**src/rtl/col_pkg.sv**
```systemverilog
package col_pkg;

    // Decoded shift behaviour; encoding is {lane_sel, dir_rev}
    typedef enum logic [1:0] {
        SM_WIDE_FWD   = 2'b00,
        SM_WIDE_REV   = 2'b01,
        SM_NARROW_FWD = 2'b10,
        SM_NARROW_REV = 2'b11
    } shift_mode_e;

    // Column drive selection, highest priority first
    typedef enum logic [1:0] {
        DRV_LOW  = 2'b00,
        DRV_HIGH = 2'b01,
        DRV_DATA = 2'b10
    } drive_e;

endpackage

```
**src/rtl/col_shift_reg.sv**
```systemverilog
module col_shift_reg
    import col_pkg::*;
#(
    parameter int COLS   = 96,
    parameter int WIDE   = 6,
    parameter int NARROW = 3
) (
    input  logic              clk,
    input  logic              rst_n,
    input  shift_mode_e       mode,
    input  logic [WIDE-1:0]   din,
    output logic [COLS-1:0]   q
);
    localparam int WTOP = COLS - WIDE;
    localparam int NTOP = COLS - NARROW;

    logic [COLS-1:0] nxt;

    // Each bit picks one of four candidate sources, indexed by the mode code
    for (genvar i = 0; i < COLS; i++) begin : g_bit
        logic [3:0] cand;

        if (i < WIDE) begin : g_wf_in
            assign cand[SM_WIDE_FWD] = din[i];
        end else begin : g_wf_sh
            assign cand[SM_WIDE_FWD] = q[i-WIDE];
        end

        if (i >= WTOP) begin : g_wr_in
            assign cand[SM_WIDE_REV] = din[i-WTOP];
        end else begin : g_wr_sh
            assign cand[SM_WIDE_REV] = q[i+WIDE];
        end

        if (i < NARROW) begin : g_nf_in
            assign cand[SM_NARROW_FWD] = din[i];
        end else begin : g_nf_sh
            assign cand[SM_NARROW_FWD] = q[i-NARROW];
        end

        if (i >= NTOP) begin : g_nr_in
            assign cand[SM_NARROW_REV] = din[i-NTOP];
        end else begin : g_nr_sh
            assign cand[SM_NARROW_REV] = q[i+NARROW];
        end

        assign nxt[i] = cand[mode];
    end

    always_ff @(posedge clk or negedge rst_n) begin
        if (!rst_n) q <= '0;
        else        q <= nxt;
    end

    AST_WIDE_FWD_STEP: assert property (@(posedge clk) disable iff (!rst_n)
        mode == SM_WIDE_FWD |=> (q[COLS-1:WIDE] == $past(q[WTOP-1:0])) && (q[WIDE-1:0] == $past(din)));
    AST_WIDE_REV_STEP: assert property (@(posedge clk) disable iff (!rst_n)
        mode == SM_WIDE_REV |=> (q[WTOP-1:0] == $past(q[COLS-1:WIDE])) && (q[COLS-1:WTOP] == $past(din)));
    AST_NARROW_FWD_STEP: assert property (@(posedge clk) disable iff (!rst_n)
        mode == SM_NARROW_FWD |=> (q[COLS-1:NARROW] == $past(q[NTOP-1:0])) && (q[NARROW-1:0] == $past(din[NARROW-1:0])));
    AST_NARROW_REV_STEP: assert property (@(posedge clk) disable iff (!rst_n)
        mode == SM_NARROW_REV |=> (q[NTOP-1:0] == $past(q[COLS-1:NARROW])) && (q[COLS-1:NTOP] == $past(din[NARROW-1:0])));

endmodule

```
**src/rtl/col_hold_latch.sv**
```systemverilog
module col_hold_latch #(
    parameter int COLS = 96
) (
    input  logic            clk,
    input  logic            rst_n,
    input  logic            hold,
    input  logic [COLS-1:0] d,
    output logic [COLS-1:0] q
);
    always_ff @(posedge clk or negedge rst_n) begin
        if (!rst_n)     q <= '0;
        else if (!hold) q <= d;
    end

    AST_LATCH_HOLDS: assert property (@(posedge clk) disable iff (!rst_n)
        hold |=> $stable(q));
    AST_LATCH_COPIES: assert property (@(posedge clk) disable iff (!rst_n)
        !hold |=> q == $past(d));

endmodule

```
**src/rtl/col_out_ctl.sv**
```systemverilog
module col_out_ctl
    import col_pkg::*;
#(
    parameter int COLS = 96
) (
    input  logic            blank_n,
    input  logic            pass_en,
    input  logic [COLS-1:0] held,
    output logic [COLS-1:0] col
);
    drive_e drv;

    always_comb begin
        if (!blank_n)      drv = DRV_LOW;
        else if (!pass_en) drv = DRV_HIGH;
        else               drv = DRV_DATA;
    end

    always_comb begin
        unique case (drv)
            DRV_LOW:  col = '0;
            DRV_HIGH: col = '1;
            DRV_DATA: col = held;
            default:  col = '0;
        endcase
    end

endmodule

```
**src/rtl/col_loader.sv**
```systemverilog
module col_loader
    import col_pkg::*;
#(
    parameter int COLS   = 96,
    parameter int WIDE   = 6,
    parameter int NARROW = 3
) (
    input  logic            clk,
    input  logic            rst_n,
    input  logic            lane_sel,
    input  logic            dir_rev,
    input  logic [WIDE-1:0] din,
    input  logic            latch_hold,
    input  logic            blank_n,
    input  logic            pass_en,
    output logic [COLS-1:0] col
);
    shift_mode_e     mode;
    logic [COLS-1:0] sr_q;
    logic [COLS-1:0] held_q;

    assign mode = shift_mode_e'({lane_sel, dir_rev});

    col_shift_reg #(.COLS(COLS), .WIDE(WIDE), .NARROW(NARROW)) u_shift (
        .clk   (clk),
        .rst_n (rst_n),
        .mode  (mode),
        .din   (din),
        .q     (sr_q)
    );

    col_hold_latch #(.COLS(COLS)) u_latch (
        .clk   (clk),
        .rst_n (rst_n),
        .hold  (latch_hold),
        .d     (sr_q),
        .q     (held_q)
    );

    col_out_ctl #(.COLS(COLS)) u_out (
        .blank_n (blank_n),
        .pass_en (pass_en),
        .held    (held_q),
        .col     (col)
    );

    AST_BLANK_ALL_LOW: assert property (@(posedge clk) disable iff (!rst_n)
        !blank_n |-> col == '0);
    AST_FORCE_ALL_HIGH: assert property (@(posedge clk) disable iff (!rst_n)
        (blank_n && !pass_en) |-> &col);
    AST_PASS_LATCHED: assert property (@(posedge clk) disable iff (!rst_n)
        (blank_n && pass_en) |-> col == held_q);
    AST_RESET_CLEARS: assert property (@(posedge clk)
        !rst_n |-> (sr_q == '0) && (held_q == '0));

endmodule

```
**config.mk**
```make
export PLATFORM = sky130hd
export DESIGN_NAME = col_loader
export DESIGN_NICKNAME = d
export VERILOG_FILES = /design/src/rtl/col_pkg.sv /design/src/rtl/col_shift_reg.sv /design/src/rtl/col_hold_latch.sv /design/src/rtl/col_out_ctl.sv /design/src/rtl/col_loader.sv
export SDC_FILE = /design/constraint.sdc
export NUM_CORES = 1
export LEC_CHECK = 0
export ABC_AREA = 1
export ABC_CLOCK_PERIOD_IN_PS = 1600
export BUFFER_PORTS_ARGS = -buffer_cell sky130_fd_sc_hd__buf_4
export CORE_UTILIZATION = 45
export DETAILED_ROUTE_END_ITERATION = 16
export SLEW_MARGIN = 20
export SYNTH_ARGS = -nofsm -noshare
export SYNTH_HDL_FRONTEND = slang
export SYNTH_SLANG_ARGS = --single-unit
```
**constraint.sdc**
```tcl
create_clock -name clk -period 1.6 [get_ports clk]
set_clock_uncertainty 0.1 [all_clocks]
set_input_delay 0.32 -clock clk [delete_from_list [all_inputs] [get_ports clk]]
set_output_delay 0.32 -clock clk [all_outputs]
set_load 0.02 [all_outputs]
```
# After elaboration in Yosys (flattened, before gate mapping)
# Cells that the tools add are included.
# W data, S select, Z words.
dict set report totals {
  regBits 192
  inputBits 13
  out_inout_bits 96
}
dict set report classes {
  magnitude_cmp 1
  n_eq_ne 2
  mux 195
}
# operator n
set op_table {}
lappend op_table {{$bmux W1 S2} 96}
lappend op_table {{$pmux W96 S2} 1}
lappend op_table {{$mux W1} 96}
lappend op_table {{$mux W2} 2}
lappend op_table {{$lt A2 B3 Y1 const B} 1}
lappend op_table {{$eq A2 B1 Y1 const B} 1}
lappend op_table {{$eq A2 B2 Y1 const B} 1}

# Logic depth before layout (Yosys ltp)
dict set report logic_depth {
  depth_word 4
  ltp_mapped 7
  mapped_depth_nobuf 5
}

# Hierarchy
# Synthesis repeated with hierarchy kept, for this count alone.
dict set report hier_totals {
  hier_cells 1441
  area_unflattened_um2 9872.0
}
# mod instances cells_per_inst area_per_inst_um2 seq_area_each_um2
set modules_own_cells {}
lappend modules_own_cells {col_shift_reg 1 809 5149.9 2402.3}
lappend modules_own_cells {col_hold_latch 1 406 3629.7 2402.3}
lappend modules_own_cells {col_out_ctl 1 226 1092.3 0.0}

# Least setup slack after synthesis
# OpenSTA, ideal clock, no wires.
dict set report synth_timing {
  path_kind {in2out}
  start {input blank_n}
  end {output col[55]}
  arrival_ns 1.149
  t_required_ns 1.180
  slack_ns 0.031
  path_stages 4
  path_buffers 2
  path_cell_list {clkinv_1 -> buf_2 -> buf_1 -> a21oi_1}
}
dict set report synth_via {
  elab_chain_len 3
}
# element line
set synth_rtl {}
lappend synth_rtl {{start, declared} col_loader.sv:14} ;# input logic blank_n,
lappend synth_rtl {{$mux W2 (*)} col_out_ctl.sv:14} ;# if (!blank_n) drv = DRV_LOW;
lappend synth_rtl {{$eq A2 B2 Y1 or $eq A2 B1 Y1 (tied branches)} col_out_ctl.sv:20} ;# unique case (drv)
lappend synth_rtl {{$pmux W96 S2 (*)} col_out_ctl.sv:20}
lappend synth_rtl {{end, declared} col_loader.sv:16} ;# output logic [COLS-1:0] col
# Mark *: on every way between the ends. The rest lies on a longest branch, timed or not.

# Worst setup path in the final report
dict set report layout_timing {
  start {register u_latch.q[22]}
  end {output col[22]}
}
dict set report layout_via {
  elab_chain_len 1
}
# element line
set layout_rtl {}
lappend layout_rtl {{start, declared} col_hold_latch.sv:8} ;# output logic [COLS-1:0] q
lappend layout_rtl {{start signal, assigned} col_hold_latch.sv:11} ;# if (!rst_n) q <= '0;
lappend layout_rtl {{start signal, assigned} col_hold_latch.sv:12} ;# else if (!hold) q <= d;
lappend layout_rtl {{$pmux W96 S2} col_out_ctl.sv:20}
# Every way passes these cells.

==> run_results.csv <==
group,metric,value,unit
yosys,synthDistinctLibCells,12,
critical_path,arrival,1130,ps
clock_tree,cts_tree,"done",
floorplanning,dieArea,21500,sq um
yosys,avgSynthCellArea,7.06,sq um
yosys,synth_ff_type,"dfrtp_1",
floorplanning,coreArea,20400,sq um
sta,worst_pin_slew,495,ps
outcome,status,"finished, final reports clean",
clock_tree,clk_path_buf_depth,2,
yosys,ys_ff_latch,192,
yosys,synth_edf_count,0,
drt,viasPerCell,4.92,
critical_path,path_cells,"inv_1, a21oi_1, buf_4",
critical_path,critPathSlowestCell,"dfrtp_1",
placed_design,port_buffers,108,
cells_and_area,fin_area,11200,sq um
power,power.density,1110,nW/um^2
cells_and_area,fin_nets,1414,
sta,min_period,1550,ps
critical_path,worst_setup_path_start_kind,"flop",
yosys,synth_nets,1345,
sta,rsz0062_at_grt,"no",
sta,setup_viol,0,
sta,tns,0,ps
cells_and_area,final-instance-count-excl-fill,1684,
sta,period_share,96.9,%
cells_and_area,drive_above_1_share,12.2,%
yosys,ys_top_cells_by_count,"nand2_1, a21oi_1, dfrtp_1",
critical_path,path_class,"reg2out",
floorplanning,pin_count,109,
clock_tree,htreeDepth,4,
grt,grt_pass1_wl,39100,microns
critical_path,endpoint_kind,"output pin",
grt,antenna_found_initial,0,
power,peakVddDrop,737,uV
yosys,async_reset_ff_share,100,%
drt,post_drt_wl_per_cell,13.6,microns
floorplanning,initial_core_util,46.2,%
clock_tree,clock_sinks,192,
placed_design,post_dp_cell_area,10600,sq um
grt,grt_max_degree,101,
run,maxCapViolCount,0,
yosys,synthesis.area,9410,sq um
sta,holdWs,30.5,ps
sta,max_clock_freq,645,MHz
min_path,hold_path_class,"in2reg",
drt,drtAntennaViolNets,0,
cells_and_area,syn_to_final_growth,18.8,%
critical_path,cpPeakStageDelay,320,ps
placed_design,place.gp.congestion,0.795,
yosys,yosys_warnings,0,
yosys,synth_top_area_cell,"dfrtp_1",
yosys,synth_top_area_share,51.1,%
grt,grt_pass1_vias,7851,
clock_tree,clk_latency,440,ps
critical_path,worst-path-max-fanout,2,
drt,drt-initial-drc-count,649,
yosys,yosysMostFrequentCell,"nand2_1",
cells_and_area,diodes,0,
floorplanning,num_rows,52,
grt,grt_usage,22.3,%
yosys,synth_area_leaders,"dfrtp_1, nand2_1, a21oi_1",
yosys,syn_inst,1332,
floorplanning,dieHeight,147,microns
clock_tree,cts_buffers,17,
drt,drc,0,
drt,firstDrtPassIters,5,
yosys,ys_seq_area_share,51.1,%
clock_tree,cts_root_buffer,"clkbuf_16",
clock_tree,cts.clk_slew.worst_paths,80,ps
placed_design,hpwlAfterDp,14900,microns
power,p_leak,0.00667,uW
placed_design,dpl.cell_count,1651,
drt,via_count,8293,
grt,grt-ovfl-total,0,
sta,slew_viol_final,0,
sta,finalHoldViolCount,0,
floorplanning,dieWidth,147,microns
drt,routed_wl,22900,microns
critical_path,cp_data_required_time,1180,ps
sta,relSlewSlack,67.0,%
==> flip-flops by register name (all words and copies together) (netlist names) <==
name / cells
u_latch.q: 96
u_shift.q: 96
==> worst max-delay path: cells and delay by family (launching register included) <==
kind | cells | cell delay, ps
flops | 1 | 320
buf+inv | 2 | 220
compound gates | 1 | 150
==> path summary, 6_finish.rpt <==
kind,start,end,slack (ps),cells past startpoint
worst max register to register,u_shift.q[27],u_shift.q[24],650,4
worst min register to register,u_latch.q[46],u_latch.q[46],410,2
worst max-delay path,u_latch.q[22],col[22],50,3
max in group asynchronous,rst_n,u_shift.q[5],600,3
min in group asynchronous,rst_n,u_latch.q[49],270,2
worst min-delay path,din[0],u_shift.q[0],30,3
==> cell families after synthesis <==
kind of cell | count (synthesis) | synth area share (%)
flip-flops | 192 | 51.1
AND/OR/NAND/NOR | 765 | 30.6
buffers and inverters | 183 | 8.10
AO/OA/AOI/OAI | 192 | 10.2
==> per-stage QoR <==
| stage | power [uW] | worst slack, ps | utilization (%) |
|---|---|---|---|
| finish | 12400 | 49.2 | 54.9 |
| global route | 13100 | 2.13 | 54.9 |
| CTS | 12500 | 31.6 | 54.8 |
| detailed placement | 8390 | 94.4 | 52.0 |
| global placement | 8340 | 126 | 52.0 |
| floorplan | 7480 | 30.6 | - |
==> metal layers <==
| metal | vias up | wire [microns] | GRT usage, % |
|---|---|---|---|
| met3 | 19 | 938 | 2.69 |
| met1 | 3865 | 11300 | 32.9 |
| met2 | 186 | 10400 | 34.4 |
| li1 | 4223 | - | - |
| met4 | 0 | 292 | 6.46 |
| met5 | - | 0 | 0 |
==> layout make-up <==
class                      instances  area [sq um]
fill                            1998          9190
sequential                       192          4800
multi-input combinational        957          3850
timing repair buffer             134          1240
clock buffer                      21           470
inverter                          99           372
tap                              270           338
clock inverter                    11          96.3
==> repair_timing <==
action | CTS | global route
gates resized for setup | 0 | 6
buffers inserted | 0 | 0
setup endpoints to repair | 0 | 5
hold buffers | 1 | 0
hold endpoints to repair | 28 | 0
==> cells in the final DEF (no fill, tap or decap) <==
cell,instances
nand3_1,9
buf_12,18
a21oi_1,189
a21oi_2,3
clkbuf_16,17
buf_6,1
dfrtp_1,192
clkinvlp_4,4
inv_1,93
dlygate4sd3_1,1
inv_6,4
clkbuf_1,1
buf_4,113
clkbuf_8,4
inv_2,6
clkinv_4,1
inv_8,2
nand2_1,660
nor2_1,96
==> power breakdown <==
group	switching [uW]	internal [uW]	total (uW)	leakage (uW)
Clock	1940	2160	4100	0.000267
Sequential	383	5460	5840	0.00248
Combinational	1560	895	2450	0.00393
Total	3890	8510	12400	0.00667
No activity file was read; power rests on OpenSTA's default activity.
